$ cat src/rtl/pci_init_seq.sv
module pci_init_seq #(
  parameter int LEN_W = 4
) (
  input  logic             clk,
  input  logic             rst_n,
  input  logic             start,
  input  logic [LEN_W-1:0] burst_len,
  input  logic             gnt_n,
  input  logic             frame_in_n,
  input  logic             trdy_n,
  output logic             req_n,
  output logic             frame_n,
  output logic             irdy_n,
  output logic             astb_n,
  output logic             dstb_n
);

  typedef enum logic [1:0] {S_IDLE, S_WAIT, S_ADDR, S_DATA} st_t;

  localparam logic [LEN_W-1:0] ONE = LEN_W'(1);
  localparam logic [LEN_W-1:0] TWO = LEN_W'(2);

  st_t              st;
  logic             pend;
  logic [LEN_W-1:0] plen;
  logic [LEN_W-1:0] cnt;

  wire              launch  = (st == S_WAIT) && !gnt_n && frame_in_n;
  wire              more    = pend || start;
  wire [LEN_W-1:0]  len_fix = (burst_len == '0) ? ONE : burst_len;

  always_ff @(posedge clk or negedge rst_n) begin
    if (!rst_n) begin
      st      <= S_IDLE;
      pend    <= 1'b0;
      plen    <= '0;
      cnt     <= '0;
      req_n   <= 1'b1;
      frame_n <= 1'b1;
      irdy_n  <= 1'b1;
      astb_n  <= 1'b1;
      dstb_n  <= 1'b1;
    end else begin
      dstb_n <= irdy_n | trdy_n;

      if (launch) pend <= 1'b0;
      else if (start && !pend) begin
        pend <= 1'b1;
        plen <= len_fix;
      end

      case (st)
        S_IDLE: if (start) begin
          st    <= S_WAIT;
          req_n <= 1'b0;
        end
        S_WAIT: if (launch) begin
          st      <= S_ADDR;
          frame_n <= 1'b0;
          astb_n  <= 1'b0;
          cnt     <= plen;
        end
        S_ADDR: begin
          st      <= S_DATA;
          astb_n  <= 1'b1;
          irdy_n  <= 1'b0;
          frame_n <= (cnt == ONE);
        end
        S_DATA: if (!trdy_n) begin
          if (cnt == ONE) begin
            irdy_n <= 1'b1;
            req_n  <= !more;
            st     <= more ? S_WAIT : S_IDLE;
          end else begin
            cnt <= cnt - ONE;
            if (cnt == TWO) frame_n <= 1'b1;
          end
        end
        default: st <= S_IDLE;
      endcase
    end
  end

endmodule


$ cat config.mk
export PLATFORM = sky130hd
export DESIGN_NAME = pci_init_seq
export DESIGN_NICKNAME = d
export VERILOG_FILES = /design/src/rtl/pci_init_seq.sv
export SDC_FILE = /design/constraint.sdc
export NUM_CORES = 1
export LEC_CHECK = 0
export BUFFER_PORTS_ARGS = -buffer_cell sky130_fd_sc_hd__buf_2
export CAP_MARGIN = 20
export CELL_PAD_IN_SITES_DETAIL_PLACEMENT = 0
export CELL_PAD_IN_SITES_GLOBAL_PLACEMENT = 1
export CORE_MARGIN = 2
export CORE_UTILIZATION = 45
export CTS_CLUSTER_SIZE = 16
export DETAILED_ROUTE_END_ITERATION = 8
export PLACE_DENSITY_LB_ADDON = 0.3
export SKIP_LAST_GASP = 1
export SYNTH_ARGS = -nofsm -noshare
export SYNTH_HDL_FRONTEND = slang
export SYNTH_SLANG_ARGS = --single-unit
$ cat constraint.sdc
create_clock -name clk -period 3.1 [get_ports clk]
set_clock_uncertainty 0.15 [all_clocks]
set_input_delay 0.62 -clock clk [delete_from_list [all_inputs] [get_ports clk]]
set_output_delay 0.62 -clock clk [all_outputs]
set_load 0.02 [all_outputs]
Yosys cells after proc, flatten, opt, wreduce, memory -nomap -nowiden:

Index checks and enable logic that the tools add are counted.

* register bits after elaboration: 16
* bits of input ports: 10
* output and inout port bits: 5
* logic and storage cells: 71

* $add $sub $neg: 1
* equal/unequal tests: 11
* multiplexer cells: 26
* bitwise logic cells: 2
* reductions and logical operators: 22

Operators with widths (number)
* $mux W4: 4
* $mux W1: 12
* $ne A2 B2 Y1 const B: 6
* $reduce_and A4 Y1: 3
* $reduce_bool A2 Y1: 5
* $mux W2: 4
* $pmux W2 S4: 1
* $pmux W4 S2: 1
* $pmux W1 S2: 3
* $reduce_and A5 Y1: 1
* $eq A2 B2 Y1 const B: 2
* $eq A4 B1 Y1 const B: 1
* $eq A4 B2 Y1 const B: 1
* $logic_not A4 Y1: 1
* $reduce_and A2 Y1: 2
* $sub A4 B1 Y4 const B: 1
* $logic_and A1 B1 Y1: 3
* $logic_not A1 Y1: 3
* $pmux W1 S3: 1
* $reduce_and A3 Y1: 1
* $reduce_bool A3 Y1: 1
* $eq A2 B1 Y1 const B: 1
* $logic_not A2 Y1: 1
* $logic_or A1 B1 Y1: 1
* other kinds (2): 2

Longest topological paths before layout:

* word-level depth: 5
* depth in mapped cells: 6

Worst setup path before layout:

Ideal clock, no wire load.

* path kind: input port to flip-flop
* start: input port gnt_n
* end: register cnt[1]
* setup time: 0.069 ns
* data arrival time: 1.692 ns
* data required time: 2.881 ns
* setup slack: 1.189 ns
* stages on the path: 4
* path buffers: 0
* cells stage by stage: nand2b_1 > a211o_4 > or4b_1 > nand3_1

* cells in the longest elaborated chain, start to end: 5

RTL lines
* start: declaration: line 8 `input logic gnt_n,`
* $logic_not A1 Y1: line 28 `wire launch = (st == S_WAIT) && !gnt_n && frame_in_n;`
* $logic_and A1 B1 Y1 (2 in series): line 28
* $ne A2 B2 Y1 (no line)
* $reduce_and A4 Y1 (no line)
* end signal: assignment: line 61 `cnt <= plen;`
* end signal: assignment: line 75 `cnt <= cnt - ONE;`
* end: declaration: line 26 `logic [LEN_W-1:0] cnt;`

Every way passes these cells.
A chain may end at the register's enable or synchronous reset.

Final worst setup path:

* start: register st[1]
* end: register cnt[1]

* cells in the longest elaborated chain, start to end: 5

RTL lines
* start: declaration: line 23 `st_t st;`
* start signal: assignment: line 73 `st <= more ? S_WAIT : S_IDLE;`
* $eq A2 B1 Y1: line 28, 52
* $logic_and A1 B1 Y1 (2 in series): line 28
* $ne A2 B2 Y1 (no line)
* $reduce_and A4 Y1 (no line)

Parallel ways exist; a longest one is shown, timed or not.

==> summary.json <==
{
  "p_per_area_mw_per_mm2": 1050,
  "htree_num_levels": 1,
  "synthDominantCellAreaShare_pct": 29.2,
  "rows": 16,
  "post_synth_num_cell_types": 36,
  "critical_path_required_ps": 3180,
  "hold_violations": 0,
  "syn-cell-area_sq_um": 942,
  "via_per_inst": 5.84,
  "worst-slew-pin-transition_ps": 659,
  "fp.dieH_microns": 49.8,
  "asr_flop_ratio_synth_pct": 100,
  "yosys.area.top_type": "sky130_fd_sc_hd__dfrtp_1",
  "clkPwrFrac_pct": 12.4,
  "final_nets": 127,
  "antenna_found_initial": 0,
  "power.static_leakage_uw": 0.000486,
  "layout_overhead_on_the_synthesized_area_pct": 13.3,
  "relSlewSlack_pct": 56.1,
  "critPathCaptureType": "flip-flop",
  "synth-main-ff-cell": "sky130_fd_sc_hd__dfrtp_1",
  "cts_resized": 0,
  "die_outline_area_sq_mm": 0.00248,
  "combPwrFrac_pct": 52.1,
  "dp_hpwl_microns": 1310,
  "drv_slew": 0,
  "cell_internal_pwr_uw": 648,
  "non_filler_cells_in_the_finished_layout": 136,
  "clk_latency_ps": 280,
  "final_min_period_over_clock_period_pct": 72.5,
  "synth_fp_nets": 110,
  "cts.repair_timing.setup_buffer_count": 0,
  "detail-route-antenna-nets": 0,
  "irDropWorstVdd_uv": 656,
  "startpoint_types": "flip-flop",
  "synth_sequential_area_ratio_pct": 43.2,
  "clock_slew_seen_by_the_registers_of_the_worst_setup_and_hold_paths_ps": 100,
  "global_route_wire_length_before_repair_microns": 3170,
  "highest_net_fanout_along_the_worst_path": 20,
  "coreArea_sq_mm": 0.00196,
  "crit_type": "flip-flop to flip-flop",
  "power_switching_uw": 470,
  "synthTopCellsByArea": "sky130_fd_sc_hd__dfrtp_1 (29%), sky130_fd_sc_hd__dfstp_2 (14%), sky130_fd_sc_hd__ha_1 (9.3%)",
  "post_synth_edffs": 0,
  "sequential_share_of_power_pct": 35.5,
  "vias": 794,
  "global_route.overflow_total": 0,
  "yosysWarningCount": 0,
  "placed_cells": 132,
  "io-pin-count": 15,
  "cts_tree": "done",
  "routability_driven_placement_congestion_ratio": 0.766,
  "grt_util_all_layers_pct": 16.9,
  "synth_cells": 93,
  "port_buffers": 14,
  "ff2ff_path_depth": 5,
  "largest_net_degree_at_the_start_of_global_routing": 21,
  "diodes": 0,
  "vias_in_the_first_global_route": 695,
  "drcViolationCount": 0,
  "switching_share_pct": 42.1,
  "tns_ps": 0,
  "final_routed_wire_length_divided_by_cell_count_microns": 13.7,
  "die_w_microns": 49.8,
  "drt_iter0_drc": 17,
  "period_minus_ws_final_ps": 2250,
  "numClockSinks": 16,
  "root_buffer": "sky130_fd_sc_hd__clkbuf_4",
  "firstDrtPassIters": 4,
  "initial_utilization_pct": 48.0,
  "drive_above_1_share_pct": 27.5,
  "cts.hold.buffers_added": 0,
  "setup_viol": 0,
  "layout_fillers": 199,
  "worstPathArrival_ps": 2330,
  "tritoncts.num_buffers": 3,
  "syn_area_per_cell_sq_um": 10.1,
  "max_cap_viol_count": 0,
  "ys_ff_latch": 16,
  "maxClockFrequency_mhz": 445,
  "ctsLongestPathBuffers": 2,
  "unrepaired_setup_endpoints_after_global_routing": "false",
  "wirelength_microns": 1860,
  "class_of_the_most_critical_hold_timing_path": "primary input to asynchronous set/reset pin",
  "status": "completed"
}
## worst max-delay path: stages, from the launching register on
cell                      delay (ps)
sky130_fd_sc_hd__dfrtp_1         420
sky130_fd_sc_hd__ha_1            600
sky130_fd_sc_hd__nor2_2           90
sky130_fd_sc_hd__a211o_4         360
sky130_fd_sc_hd__or4b_1          470
sky130_fd_sc_hd__nand3_1          90
## state kept, by name, indices dropped and copies added, names as in the netlist
signal and count:
req_n 1, st 2, astb_n 1, pend 1
dstb_n 1, cnt 4, frame_n 1, irdy_n 1
plen 4
## final timing paths
| kind | from | endpoint | slack [ps] |
|---|---|---|---|
| max | st[1]$_DFFE_PN0P_ | cnt[1]$_DFFE_PN0P_ | 850 |
| min | rst_n | cnt[1]$_DFFE_PN0P_ | 80 |
| max reg2reg | st[1]$_DFFE_PN0P_ | cnt[1]$_DFFE_PN0P_ | 850 |
| min reg2reg | irdy_n$_DFFE_PN1P_ | irdy_n$_DFFE_PN1P_ | 340 |
| max in group asynchronous | rst_n | req_n$_DFFE_PN1P_ | 2420 |
| min in group clk | irdy_n$_DFFE_PN1P_ | irdy_n$_DFFE_PN1P_ | 340 |
## cells in the final DEF, fill, tap and decap left out
cell type and instances:
sky130_fd_sc_hd__a211oi_1 1, sky130_fd_sc_hd__a22oi_1 1, sky130_fd_sc_hd__or3b_1 1, sky130_fd_sc_hd__clkbuf_8 1, sky130_fd_sc_hd__nand3_1 3, sky130_fd_sc_hd__mux2_2 4
sky130_fd_sc_hd__nor2_1 6, sky130_fd_sc_hd__nor3_1 5, sky130_fd_sc_hd__inv_1 6, sky130_fd_sc_hd__a221o_1 1, sky130_fd_sc_hd__o41ai_1 1, sky130_fd_sc_hd__nand3b_1 3
sky130_fd_sc_hd__clkbuf_4 3, sky130_fd_sc_hd__o211ai_1 1, sky130_fd_sc_hd__nor3b_1 2, sky130_fd_sc_hd__a31oi_1 2, sky130_fd_sc_hd__nand2b_1 1, sky130_fd_sc_hd__o21ai_0 4
sky130_fd_sc_hd__and4_1 1, sky130_fd_sc_hd__or4b_1 1, sky130_fd_sc_hd__a211o_1 1, sky130_fd_sc_hd__and2_1 1, sky130_fd_sc_hd__buf_2 14, sky130_fd_sc_hd__o22a_1 2
sky130_fd_sc_hd__ha_1 7, sky130_fd_sc_hd__nand4_1 1, sky130_fd_sc_hd__or2_2 1, sky130_fd_sc_hd__a22o_1 2, sky130_fd_sc_hd__a21oi_1 4, sky130_fd_sc_hd__or3_1 1
sky130_fd_sc_hd__nor2_2 1, sky130_fd_sc_hd__a21o_1 1, sky130_fd_sc_hd__o21a_1 2, sky130_fd_sc_hd__nand2_1 6, sky130_fd_sc_hd__a211o_4 1, sky130_fd_sc_hd__dfstp_2 5
sky130_fd_sc_hd__dfrtp_1 11
## cell type report
type | count | area [sq um] | share of cell area, %
multi-input cells | 69 | 498 | 46.7
flip-flops and latches | 16 | 407 | 38.1
inverters | 6 | 22.5 | 2.11
repair buffers | 14 | 70.1 | 6.57
well taps | 27 | 33.8 | 3.17
clock buffers | 4 | 36.3 | 3.40
## power groups by stage
| stage | logic [uW] | registers [uW] | clock network (uW) |
|---|---|---|---|
| floorplan | 429 | 420 | 0 |
| global placement | 561 | 397 | 0 |
| detailed placement | 570 | 399 | 0 |
| CTS | 584 | 395 | 142 |
| global route | 643 | 411 | 153 |
| finish | 582 | 396 | 139 |
## Yosys cell counts (all sizes together), types with 2 or more instances
cell	number
dfrtp	11
ha	7
nor2	7
inv	6
nand2	6
dfstp	5
nor3	5
a21oi	4
mux2	4
o21ai	4
nand3	3
nand3b	3
a211o	2
a22o	2
a31oi	2
nor3b	2
o21a	2
o22a	2
## through the flow
stage	worst slack, ps	power (uW)	utilization (%)	area, sq um	hold slack [ps]
after floorplan	1190	849	-	942	174
after global routing	708	1210	54.4	1070	89.1
after CTS	875	1120	54.4	1070	80.8
after detailed placement	903	969	52.6	1030	326
final	851	1120	54.4	1070	76.4
after global placement	939	958	52.6	1030	318
## layer usage
layer,part of all wire (%),vias up,global-route usage [%]
li1,-,372,-
met1,47,388,23.6
met2,45,26,26.2
met3,5.5,8,2.12
met4,2.3,0,7.41
met5,0,-,0
## kinds of logic after synthesis
group,Yosys count,synth area share [%]
simple gates,34,19.9
compound gates,24,18.9
mux,4,4.78
flops,16,43.2
buf+inv,8,3.98
fa+ha+maj,7,9.30
Note: power is estimated with default switching activity, not from simulation.
